### config.mk
export PLATFORM = sky130hd
export DESIGN_NAME = lnb_ctl_i2c_target
export DESIGN_NICKNAME = d
export VERILOG_FILES = /design/src/rtl/lnb_i2c_pkg.sv /design/src/rtl/lnb_i2c_sync.sv /design/src/rtl/lnb_i2c_engine.sv /design/src/rtl/lnb_ctl_reg.sv /design/src/rtl/lnb_ctl_i2c_target.sv
export SDC_FILE = /design/constraint.sdc
export NUM_CORES = 1
export LEC_CHECK = 0
export BUFFER_PORTS_ARGS = -buffer_cell sky130_fd_sc_hd__buf_2
export CAP_MARGIN = 20
export CORE_ASPECT_RATIO = 1.5
export CORE_MARGIN = 1.5
export CORE_UTILIZATION = 53
export DETAILED_ROUTE_END_ITERATION = 10
export HOLD_SLACK_MARGIN = 0.12
export MAX_ROUTING_LAYER = met4
export PLACE_DENSITY_LB_ADDON = 0.12
export SETUP_SLACK_MARGIN = 0.15
export SLEW_MARGIN = 10
export SYNTH_ARGS = -nofsm -noshare
export SYNTH_HDL_FRONTEND = slang
export SYNTH_HIERARCHICAL = 1
export SYNTH_SLANG_ARGS = --single-unit
### constraint.sdc
create_clock -name clk -period 1.65 [get_ports clk]
set_input_delay 0.0825 -clock clk [delete_from_list [all_inputs] [get_ports clk]]
set_output_delay 0.0825 -clock clk [all_outputs]
set_load 0.05 [all_outputs]
### src/rtl/lnb_i2c_pkg.sv
package lnb_i2c_pkg;
  localparam int BYTE_W  = 8;
  localparam int ADDR_W  = 7;
  localparam int CTL_W   = 6;
  localparam logic [ADDR_W-2:0] ADDR_HI = 6'b000101;

  typedef enum logic [2:0] {
    ST_IDLE, ST_ADDR, ST_ADDR_ACK, ST_WDATA, ST_WDATA_ACK, ST_RDATA, ST_RDATA_ACK
  } eng_state_t;

  typedef struct packed {
    logic pulse_lim;
    logic tone_arm;
    logic tone_cont;
    logic line_comp;
    logic volt_hi;
    logic power_en;
  } ctl_t;
endpackage

### src/rtl/lnb_i2c_sync.sv
module lnb_i2c_sync #(
  parameter int STAGES = 2
) (
  input  logic clk,
  input  logic rst,
  input  logic scl_i,
  input  logic sda_i,
  output logic scl_lvl,
  output logic sda_lvl,
  output logic scl_rise,
  output logic scl_fall,
  output logic bus_start,
  output logic bus_stop
);
  logic [STAGES-1:0] scl_sh, sda_sh;
  logic scl_d, sda_d;

  always_ff @(posedge clk) begin
    if (rst) begin
      scl_sh <= '1;
      sda_sh <= '1;
      scl_d  <= 1'b1;
      sda_d  <= 1'b1;
    end else begin
      scl_sh <= {scl_sh[STAGES-2:0], scl_i};
      sda_sh <= {sda_sh[STAGES-2:0], sda_i};
      scl_d  <= scl_sh[STAGES-1];
      sda_d  <= sda_sh[STAGES-1];
    end
  end

  assign scl_lvl   = scl_sh[STAGES-1];
  assign sda_lvl   = sda_sh[STAGES-1];
  assign scl_rise  = scl_lvl & ~scl_d;
  assign scl_fall  = ~scl_lvl & scl_d;
  assign bus_start = scl_lvl & scl_d & sda_d & ~sda_lvl;
  assign bus_stop  = scl_lvl & scl_d & ~sda_d & sda_lvl;
endmodule

### src/rtl/lnb_i2c_engine.sv
module lnb_i2c_engine
  import lnb_i2c_pkg::*;
#(
  parameter int DATA_W = BYTE_W,
  parameter int KEEP_W = CTL_W
) (
  input  logic              clk,
  input  logic              rst,
  input  logic              lockout,
  input  logic              sda_lvl,
  input  logic              scl_rise,
  input  logic              scl_fall,
  input  logic              bus_start,
  input  logic              bus_stop,
  input  logic [DATA_W-2:0] dev_addr,
  input  logic [DATA_W-1:0] status_byte,
  output logic              sda_pull,
  output logic              wr_stb,
  output logic [KEEP_W-1:0] wr_keep,
  output logic              idle
);
  localparam int CNT_W = $clog2(DATA_W);
  localparam logic [CNT_W-1:0] LAST = CNT_W'(DATA_W-1);

  eng_state_t        st;
  logic [CNT_W-1:0]  bit_n;
  logic [DATA_W-1:0] sh;
  logic              full, is_rd, m_ack;

  always_ff @(posedge clk) begin
    wr_stb <= 1'b0;
    if (rst || lockout) begin
      st <= ST_IDLE; sda_pull <= 1'b0; bit_n <= '0; full <= 1'b0;
      sh <= '0; is_rd <= 1'b0; m_ack <= 1'b0; wr_keep <= '0;
    end else if (bus_start) begin
      st <= ST_ADDR; bit_n <= '0; full <= 1'b0; sda_pull <= 1'b0;
    end else if (bus_stop) begin
      st <= ST_IDLE; sda_pull <= 1'b0; full <= 1'b0;
    end else begin
      case (st)
        ST_ADDR, ST_WDATA: begin
          if (scl_rise && !full) begin
            sh <= {sh[DATA_W-2:0], sda_lvl};
            if (bit_n == LAST) full <= 1'b1;
            else               bit_n <= bit_n + 1'b1;
          end else if (scl_fall && full) begin
            full  <= 1'b0;
            bit_n <= '0;
            if (st == ST_ADDR) begin
              if (sh[DATA_W-1:1] == dev_addr) begin
                sda_pull <= 1'b1;
                is_rd    <= sh[0];
                st       <= ST_ADDR_ACK;
              end else begin
                st <= ST_IDLE;
              end
            end else begin
              wr_stb   <= 1'b1;
              wr_keep  <= sh[DATA_W-1 -: KEEP_W];
              sda_pull <= 1'b1;
              st       <= ST_WDATA_ACK;
            end
          end
        end
        ST_ADDR_ACK: if (scl_fall) begin
          if (is_rd) begin
            sh       <= status_byte;
            sda_pull <= ~status_byte[DATA_W-1];
            st       <= ST_RDATA;
          end else begin
            sda_pull <= 1'b0;
            st       <= ST_WDATA;
          end
        end
        ST_WDATA_ACK: if (scl_fall) begin
          sda_pull <= 1'b0;
          st       <= ST_WDATA;
        end
        ST_RDATA: if (scl_fall) begin
          if (bit_n == LAST) begin
            sda_pull <= 1'b0;
            bit_n    <= '0;
            st       <= ST_RDATA_ACK;
          end else begin
            bit_n    <= bit_n + 1'b1;
            sh       <= sh << 1;
            sda_pull <= ~sh[DATA_W-2];
          end
        end
        ST_RDATA_ACK: begin
          if (scl_rise) m_ack <= ~sda_lvl;
          else if (scl_fall) begin
            if (m_ack) begin
              sh       <= status_byte;
              sda_pull <= ~status_byte[DATA_W-1];
              st       <= ST_RDATA;
            end else begin
              st <= ST_IDLE;
            end
          end
        end
        default: ;
      endcase
    end
  end

  assign idle = (st == ST_IDLE);
endmodule

### src/rtl/lnb_ctl_reg.sv
module lnb_ctl_reg #(
  parameter int W = 6
) (
  input  logic         clk,
  input  logic         rst,
  input  logic         lockout,
  input  logic         wr_stb,
  input  logic [W-1:0] wr_bits,
  output logic [W-1:0] ctl_q
);
  always_ff @(posedge clk) begin
    if (rst || lockout) ctl_q <= '0;
    else if (wr_stb)    ctl_q <= wr_bits;
  end
endmodule

### src/rtl/lnb_ctl_i2c_target.sv
module lnb_ctl_i2c_target
  import lnb_i2c_pkg::*;
#(
  parameter int SYNC_STAGES = 2
) (
  input  logic clk,
  input  logic rst,
  input  logic scl_i,
  input  logic sda_i,
  input  logic addr_sel_i,
  input  logic lockout_i,
  input  logic overtemp_i,
  input  logic overload_i,
  output logic sda_pull_o,
  output logic pulse_lim_o,
  output logic tone_arm_o,
  output logic tone_cont_o,
  output logic line_comp_o,
  output logic volt_hi_o,
  output logic power_en_o
);
  logic scl_lvl, sda_lvl, scl_rise, scl_fall, bus_start, bus_stop;
  logic wr_stb, fsm_idle;
  logic [CTL_W-1:0] wr_keep, ctl_bits;
  ctl_t ctl;
  logic [BYTE_W-1:0] status_byte;

  lnb_i2c_sync #(.STAGES(SYNC_STAGES)) u_sync (
    .clk(clk), .rst(rst), .scl_i(scl_i), .sda_i(sda_i),
    .scl_lvl(scl_lvl), .sda_lvl(sda_lvl), .scl_rise(scl_rise),
    .scl_fall(scl_fall), .bus_start(bus_start), .bus_stop(bus_stop)
  );

  assign ctl = ctl_t'(ctl_bits);
  assign status_byte = {3'b000, ctl.line_comp, ctl.volt_hi, ctl.power_en,
                        overtemp_i, overload_i};

  lnb_i2c_engine #(.DATA_W(BYTE_W), .KEEP_W(CTL_W)) u_eng (
    .clk(clk), .rst(rst), .lockout(lockout_i), .sda_lvl(sda_lvl),
    .scl_rise(scl_rise), .scl_fall(scl_fall), .bus_start(bus_start),
    .bus_stop(bus_stop), .dev_addr({ADDR_HI, addr_sel_i}),
    .status_byte(status_byte), .sda_pull(sda_pull_o), .wr_stb(wr_stb),
    .wr_keep(wr_keep), .idle(fsm_idle)
  );

  lnb_ctl_reg #(.W(CTL_W)) u_reg (
    .clk(clk), .rst(rst), .lockout(lockout_i), .wr_stb(wr_stb),
    .wr_bits(wr_keep), .ctl_q(ctl_bits)
  );

  assign pulse_lim_o = ctl.pulse_lim;
  assign tone_arm_o  = ctl.tone_arm;
  assign tone_cont_o = ctl.tone_cont;
  assign line_comp_o = ctl.line_comp;
  assign volt_hi_o   = ctl.volt_hi;
  assign power_en_o  = ctl.power_en;
endmodule

## Word-level counts from Yosys, hierarchy flattened

Index checks and enable logic that the tools add are counted.

| storage, ports and cells | value |
|---|---|
| ROM bits | 0 |
| RAM bits | 0 |
| bits in registers | 37 |
| bits in latches | 0 |
| word-level logic and storage cells | 135 |
| memories | 0 |

| cells by class | value |
|---|---|
| add/sub/neg operators | 1 |
| shift operators | 0 |
| div/mod/pow operators | 0 |
| bitwise gates (word level) | 18 |
| reductions and logical operators | 22 |
| $lt $le $gt $ge | 0 |
| multiplexer cells | 47 |
| multipliers | 0 |
| eq/ne operators | 32 |

Operators with widths:

| cell | number |
|---|---|
| $mux W8 | 8 |
| $mux W3 | 16 |
| $pmux W8 S4 | 1 |
| $ne A4 B3 Y1 const B | 6 |
| $mux W1 | 18 |
| $ne A2 B1 Y1 const B | 9 |
| $reduce_and A9 Y1 | 2 |
| $pmux W3 S5 | 1 |
| $eq A3 B3 Y1 const B | 4 |
| $not A1 Y1 | 11 |
| $reduce_and A11 Y1 | 1 |
| $reduce_and A10 Y1 | 1 |
| $ne A2 B2 Y1 const B | 4 |
| $ne A4 B4 Y1 const B | 2 |
| $and A1 B1 Y1 | 7 |
| $eq A7 B4 Y1 | 1 |
| $reduce_and A7 Y1 | 1 |
| $reduce_bool A7 Y1 | 1 |
| $eq A3 B2 Y1 const B | 2 |
| $ne A3 B3 Y1 const B | 2 |
| $pmux W3 S2 | 1 |
| $reduce_and A6 Y1 | 1 |
| $reduce_or A6 Y1 | 1 |
| $pmux W1 S5 | 1 |
| 15 further kinds | 18 |

## Depth between registers and ports, before layout

Gate-level depths: netlist (run 1).

| logic depth | value |
|---|---|
| depth in word-level cells | 8 |
| gate-level depth with buffers | 8 |
| gate-level depth less buffers | 7 |

## Modules after synthesis

The synthesis (run 1) kept the hierarchy.

Modules (own cells, without submodules):

| module | area each (µm²) | cells an instance | times used |
|---|---|---|---|
| lnb_i2c_engine | 1,565.3 | 179 | 1 |
| lnb_ctl_reg | 219.0 | 21 | 1 |
| lnb_i2c_sync | 190.2 | 16 | 1 |
| lnb_ctl_i2c_target | 7.5 | 2 | 1 |

## Worst setup path before layout (run 1)

OpenSTA, ideal clock, no wires.

| timing | value |
|---|---|
| path type | reg-to-reg |
| from | register u_eng.bit_n[0] |
| to | register u_eng.sh[2] |
| data arrival time | 1.624 ns |
| buffers on the path | 1 |
| stages on the path, launching flop included | 9 |
| library setup time | 0.079 ns |
| path slack | -0.053 ns |
| cell sequence | dfxtp_1 -> ha_1 -> ha_1 -> a21boi_2 -> o21ai_1 -> nor3_4 -> buf_6 -> nor2_2 -> a211oi_2 |

| between the ends | value |
|---|---|
| word-level cells in the longest chain between the ends | 3 |

RTL lines:

| what | line | source |
|---|---|---|
| start, declared | lnb_i2c_engine.sv:26 | `logic [CNT_W-1:0] bit_n;` |
| start signal, assigned | lnb_i2c_engine.sv:45 | `else bit_n <= bit_n + 1'b1;` |
| start signal, assigned | lnb_i2c_engine.sv:85 | `bit_n <= bit_n + 1'b1;` |
| $eq A3 B3 Y1 | lnb_i2c_engine.sv:80 | `if (bit_n == LAST) begin` |
| $ne A2 B2 Y1 (no source line) | - |  |
| $reduce_and A11 Y1 (no source line) | - |  |
| end signal, assigned | lnb_i2c_engine.sv:67 | `sh <= status_byte;` |
| end signal, assigned | lnb_i2c_engine.sv:86 | `sh <= sh << 1;` |
| end signal, assigned | lnb_i2c_engine.sv:94 | `sh <= status_byte;` |
| end, declared | lnb_i2c_engine.sv:27 | `logic [DATA_W-1:0] sh;` |

Every way passes these cells.
A chain may end at the register's enable or synchronous reset.

## Final worst setup path (run 1)

| timing | value |
|---|---|
| from | register u_sync.scl_d |
| to | register u_eng.wr_keep[5] |

| between the ends | value |
|---|---|
| word-level cells in the longest chain between the ends | 5 |
| elaborated cells on any way between the ends | 14 |
| those cells by class | 11 x bitwise; 3 x reduce/logical |

RTL lines:

| what | line | source |
|---|---|---|
| start, declared | lnb_i2c_sync.sv:16 | `logic scl_d, sda_d;` |
| start signal, assigned | lnb_i2c_sync.sv:27 | `scl_d <= scl_sh[STAGES-1];` |
| $and A1 B1 Y1 (3 in series) | lnb_i2c_sync.sv:36 | `assign bus_start = scl_lvl & scl_d & sda_d & ~sda_lvl;` |
| via bus_start | lnb_ctl_i2c_target.sv:22 | `logic scl_lvl, sda_lvl, scl_rise, scl_fall, bus_start, bus_stop;` |
| $not A1 Y1 (no source line) | - |  |
| $reduce_and A6 Y1 (no source line) | - |  |
| end signal, assigned | lnb_i2c_engine.sv:59 | `wr_keep <= sh[DATA_W-1 -: KEEP_W];` |
| end, declared | lnb_i2c_engine.sv:19 | `output logic [KEEP_W-1:0] wr_keep,` |

The timed path passes the listed nets, and every way through them passes these cells.

==> summary.txt, run 1 <==
Detailed routing
  – Initial DRC Count: 35
  – # DRC: 0
  – Via-to-Cell Ratio: roughly 5.6
  – Routed vias: around 1800
  – Drt wl/cell: roughly 16 um
  – 1st-pass router iterations: 4
  – Antenna viol nets, final: 0
  – Routed WL: between 5000 and 6000 um

Placed design
  – IO buf count: 14
  – DP HPWL: ~3500 um
  – Dpl ws: -5.36 ps
  – Dpl cells: 290
  – Final GP Congestion: between 0.8 and 0.9

Critical path
  – Critical Path RT: approximately 1900 ps
  – Critical path launch point type: flop
  – Crit path max fanout: 7
  – Worst Path Arrival: 1910 ps
  – CP Capture Type: flop
  – Worst setup path class: flop to flop

Die
  – # rows: 27
  – Initial Util: a little over half
  – I/O Pins: 15
  – Die X: roughly 53 um
  – Core Area: 3610 um^2
  – Die area: between 4000 and 5000 um^2
  – Die Y: 77.8 um

Pwr
  – Cell Pwr Density: ~660 nW/um^2
  – Pleak: 1.07 nW
  – Total power: between 1.5 and 2 mW
  – Peak VDD IR: 0.864 mV

Global routing
  – First-pass GRT wire length: 8220 um
  – Largest net degree at the start of global routing: 20
  – GRT Total Usage: around 28%
  – Number of global-route vias before repair: between 1500 and 2000
  – Initial antenna violation count: 0
  – Total grt overflow: 0

Run status
  – Status: complete, but fails checks
  – Failing checks: negative setup slack

Clock tree
  – H-tree levels: 2
  – Worst skew pair latency: 290 ps
  – Clk buf depth: 2
  – Clock transition at path regs: around 80 ps
  – # clock sinks: 37
  – TritonCTS clock tree: yes
  – CTS root buf: clkbuf_8
  – TritonCTS Buffers: 5

Yosys
  – Syn Area/Cell: around 9.1 um^2
  – Gate Count Post-Synth: ~220
  – Post-synthesis cell area: around 2000 um^2
  – Ys Warns: 6

STA
  – TNS Setup: -160 ps
  – Fin. Hold Viols: 0
  – Setup Skew: 4.17 ps
  – Final setup violating endpoints: 14
  – RSZ-0062 raised after global routing: true
  – Final worst path period share: 102%
  – Max Freq: approximately 600 MHz
  – Min Tclk post-route: ~1700 ps
  – Slew Viols, Final: 0
  – Fin worst setup slack: -32.5 ps

Finish
  – Total Nets Final: ~280
  – Layout cells sized above 1: between 40% and 50%
  – Util after Layout: around three quarters
  – Post-Layout Cell Count: 317
  – N_diodes: 0
  – Area grow syn2layout: 38.8%

Min path
  – HP Class: input port to flop

Job
  – Maxcap violations: 0
## critical path: stages, from the launching register on
cell	delay, ps
dfxtp_4	370
and4b_2	250
nor2_4	190
buf_4	140
and4_4	270
nand2_8	100
mux2i_4	190
nor2_1	100
## where the power goes
part           internal (mW)  switching, mW
Combinational         0.0617         0.0646
Sequential             0.897        0.00571
Clock                  0.452          0.344
Total                   1.41          0.414
## placed cells by master, fill, tap and decap left out, types with 3 or more instances in the layout
cell / instances
a211oi_2: 8
a21oi_1: 7
buf_2: 14
buf_4: 30
buf_6: 3
clkbuf_8: 5
conb_1: 10
dfxtp_1: 29
dfxtp_2: 6
dlygate4sd3_1: 5
inv_1: 3
mux2i_1: 23
nand2_1: 7
nand2b_1: 4
nand3_1: 3
nor2_1: 27
nor2_4: 3
nor2b_1: 5
nor2b_4: 4
nor3_1: 3
or2_1: 7
xnor2_1: 8
## registers in the layout, summed over array words and instances (netlist names)
| name | flops |
|---|---|
| u_eng/sh | 8 |
| u_eng/wr_keep | 6 |
| u_reg/ctl_q | 6 |
| u_eng/bit_n | 3 |
| u_eng/st | 3 |
| u_sync/scl_sh | 2 |
| u_sync/sda_sh | 2 |
| u_eng/full | 1 |
| u_eng/is_rd | 1 |
| u_eng/m_ack | 1 |
| u_eng/sda_pull | 1 |
| u_eng/wr_stb | 1 |
| u_sync/scl_d | 1 |
| u_sync/sda_d | 1 |
## repair_timing
item,in CTS,in global routing
gates resized for setup,14,24
setup endpoints to repair,20,24
pin swaps,11,20
cloned,1,0
hold endpoints to repair,6,0
hold buffers,5,0
buffers inserted,5,8
## final timing paths
| check | to | depth (start not counted) | slack, ps | startpoint |
|---|---|---|---|---|
| hold reg to reg | u_sync/scl_sh[1] | 1 | 430 | u_sync/scl_sh[0] |
| setup / recovery | u_eng/wr_keep[5] | 7 | -30 | u_sync/scl_d |
| hold / removal | u_eng/sh[1] | 3 | 180 | overtemp_i |
| setup reg to reg | u_eng/wr_keep[5] | 7 | -30 | u_sync/scl_d |
## per-stage QoR
stage / cell area, um^2 / hold WS, ps
floorplan: 2080 / 180
global placement: 2300 / 259
detailed placement: 2300 / 274
CTS: 2580 / 169
global route: 2750 / 185
finish: 2750 / 179
## final cells by class
type	count	area (um^2)
repair buffers	55	447
inverters	3	11.3
well taps	43	53.8
flip-flops and latches	37	756
multi-input cells	171	1360
clock buffers	5	68.8
fillers	265	870
clock inverters	3	46.3
## per-layer routing
layer / global-route usage [%] / share of wire, %
met2: 48.9 / 56
met5: - / 0
met1: 28.0 / 38
met4: 15.4 / 3.7
met3: 5.00 / 2.2
No activity file was read; power rests on OpenSTA's default activity.
==> run 2: changes to the inputs <==
Settings changed: CELL_PAD_IN_SITES_DETAIL_PLACEMENT set to 0, CELL_PAD_IN_SITES_GLOBAL_PLACEMENT set to 1, CORE_UTILIZATION 53 to 41.
==> summary.txt, run 2 (same netlist as run 1, synthesis figures left out) <==
Placed design
  – Final GP Congestion: 0.890 (was 0.826)
  – Dpl cells: 320 (was 290)
  – IO buf count: 14 (unchanged)
  – DP HPWL: 3750 um (was 3540 um)

Detailed routing
  – Initial DRC Count: 51 (was 35)
  – Routed WL: 5030 um (was 5220 um)
  – Antenna viol nets, final: 0 (unchanged)
  – # DRC: 0 (unchanged)
  – 1st-pass router iterations: 4 (unchanged)
  – Routed vias: 1735 (was 1762)
  – Via-to-Cell Ratio: 5.09 (was 5.56)
  – Drt wl/cell: 14.7 um (was 16.5 um)

Critical path
  – Critical path launch point type: flop (unchanged)
  – CP delay by family, top: simple AND/OR/NAND/NOR gates (unchanged)
  – CP Capture Type: flop (unchanged)
  – CP max-delay cell: dfxtp_4 (unchanged)
  – Critical path's largest stage delay: 370 ps (about the same)
  – Critical Path Most Common Cell: buf_12
  – Critical Path RT: 1860 ps (was 1870 ps)
  – WP buf/inv: 2 (was 1)
  – Crit path max fanout: 6 (was 7)
  – Worst Path Arrival: 1890 ps (was 1910 ps)
  – Worst path cell trace: nor2b_4, nor2b_1, o221a_4, nor3_4, buf_12, buf_12, nor2_2, a211oi_2 (was and4b_2, nor2_4, buf_4, and4_4, nand2_8, mux2i_4, nor2_1)
  – Worst setup path class: flop to flop (unchanged)

Clock tree
  – Worst skew pair latency: 290 ps (about the same)
  – TritonCTS clock tree: yes (unchanged)
  – # clock sinks: 37 (unchanged)
  – TritonCTS Buffers: 5 (unchanged)
  – Clk buf depth: 2 (unchanged)
  – Clock transition at path regs: 80 ps (about the same)
  – H-tree levels: 2 (unchanged)
  – CTS root buf: clkbuf_8 (unchanged)

Die
  – # rows: 30 (was 27)
  – Core Area: 4580 um^2 (was 3610 um^2)
  – Die X: 59.7 um (was 52.9 um)
  – Initial Util: 43.2% (was 54.7%)
  – Die area: 5260 um^2 (was 4120 um^2)
  – Die Y: 88.1 um (was 77.8 um)
  – I/O Pins: 15 (unchanged)

Pwr
  – Cell Pwr Density: 658 nW/um^2 (was 665 nW/um^2)
  – Pleak: 1.09 nW (was 1.07 nW)
  – Peak VDD IR: 0.459 mV (was 0.864 mV)
  – Clk pwr share: 44.1% (was 43.6%)
  – Internal power: 1.45 mW (was 1.41 mW)
  – Seq pwr share: 49.2% (was 49.5%)
  – Switching part of the total: 20.8% (was 22.7%)
  – Combinational cell fraction of total power: 6.8% (was 6.9%)
  – Switching power total: 382 uW (was 414 uW)

STA
  – Final hold slack: 181 ps (was 179 ps)
  – Final setup violating endpoints: 5 (was 14)
  – Fin. Hold Viols: 0 (unchanged)
  – Final worst path period share: 102% (about the same)
  – Setup Skew: 6.84 ps (was 4.17 ps)
  – Fin worst setup slack: -28.8 ps (was -32.5 ps)
  – RSZ-0062 raised after global routing: true (unchanged)
  – Slew Viols, Final: 0 (unchanged)
  – Max Freq: 596 MHz (was 594 MHz)
  – Min Tclk post-route: 1680 ps (about the same)

Finish
  – Commonest non-fill, non-tap cell in the layout: dfxtp_1 (was buf_4)
  – Post-Layout Cell Count: 341 (was 317)
  – Area grow syn2layout: 40.8% (was 38.8%)
  – Max reg flops: 8 (unchanged)
  – Most frequent cells in the layout: dfxtp_1 (29), nor2_1 (27), buf_4 (27) (was buf_4 (30), dfxtp_1 (29), nor2_1 (27))
  – Total Nets Final: 286 (was 283)
  – N_diodes: 0 (unchanged)
  – Layout cells sized above 1: 39.0% (was 40.5%)
  – Biggest regs: u_eng/sh: 8 flops, u_eng/wr_keep: 6 flops, u_reg/ctl_q: 6 flops (unchanged)
  – Largest Register: u_eng/sh (unchanged)

Global routing
  – Largest net degree at the start of global routing: 20 (unchanged)
  – Total grt overflow: 0 (unchanged)
  – Number of global-route vias before repair: 1808 (was 1767)
  – Initial antenna violation count: 0 (unchanged)
  – GRT Total Usage: 22.2% (was 27.9%)
  – First-pass GRT wire length: 8410 um (was 8220 um)

Min path
  – HP Class: input port to flop (unchanged)

Run status
  – Failing checks: negative setup slack (unchanged)
  – Status: complete, but fails checks (unchanged)

Job
  – Maxcap violations: 0 (unchanged)
[run 2: worst register-to-register path, delay by kind of cell, from the launching register on]
family,cells,cell delay (ps)
DFF,1,370
buffers and inverters,2,260
AOI/OAI and AO/OA,2,420
and+or+nand+nor,4,540
[run 2: path summary, 6_finish.rpt]
check,depth (start not counted),start,slack (ps),to
worst max register to register,8,u_sync/scl_d,-30,u_eng/sh[2]
worst min register to register,1,u_sync/scl_sh[0],410,u_sync/scl_sh[1]
worst min-delay path,3,overtemp_i,180,u_eng/sh[1]
worst max-delay path,8,u_sync/scl_d,-30,u_eng/sh[2]
[run 2: power by group through the flow]
stage | clock network, mW | registers (mW) | logic [mW]
final | 0.807 | 0.901 | 0.124
after floorplan | 0 | 0.924 | 0.0594
after detailed placement | 0 | 0.925 | 0.0979
after CTS | 0.826 | 0.905 | 0.113
after global placement | 0 | 0.925 | 0.0947
after global routing | 0.871 | 0.901 | 0.137
[run 2: area by class of cell]
type / instances / area, um^2
tap: 64 / 80.1
timing repair buffer: 58 / 484
clock buffer: 7 / 86.3
multi-input combinational: 171 / 1340
sequential: 37 / 758
fill: 437 / 1790
clock inverter: 1 / 30.0
inverter: 3 / 11.3
[run 2: timing repair]
item,CTS,global route
setup buffers,4,4
endpoints found under the setup margin,24,24
hold buffers,5,0
pin swaps,10,14
gates resized for setup,20,20
hold endpoints to repair,6,0
[run 2: per-stage QoR]
| step | setup slack [ps] | instance area [um^2] | setup TNS (ps) | utilization [%] | power, mW |
|---|---|---|---|---|---|
| detailed placement | -53.1 | 2410 | -256 | 52.6 | 1.02 |
| floorplan | 100 | 2080 | 0 | - | 0.983 |
| global placement | -14.4 | 2410 | -14.4 | 52.6 | 1.02 |
| global route | -107 | 2790 | -861 | 60.8 | 1.91 |
| finish | -28.8 | 2790 | -59.5 | 60.8 | 1.83 |
| CTS | -49.2 | 2680 | -251 | 58.4 | 1.84 |
[run 2: metal layers]
| metal | global-route usage (%) | share of wire [%] |
|---|---|---|
| met4 | 11.1 | 3.0 |
| met5 | - | 0 |
| met1 | 20.9 | 37 |
| met3 | 4.43 | 2.0 |
| met2 | 41.0 | 58 |
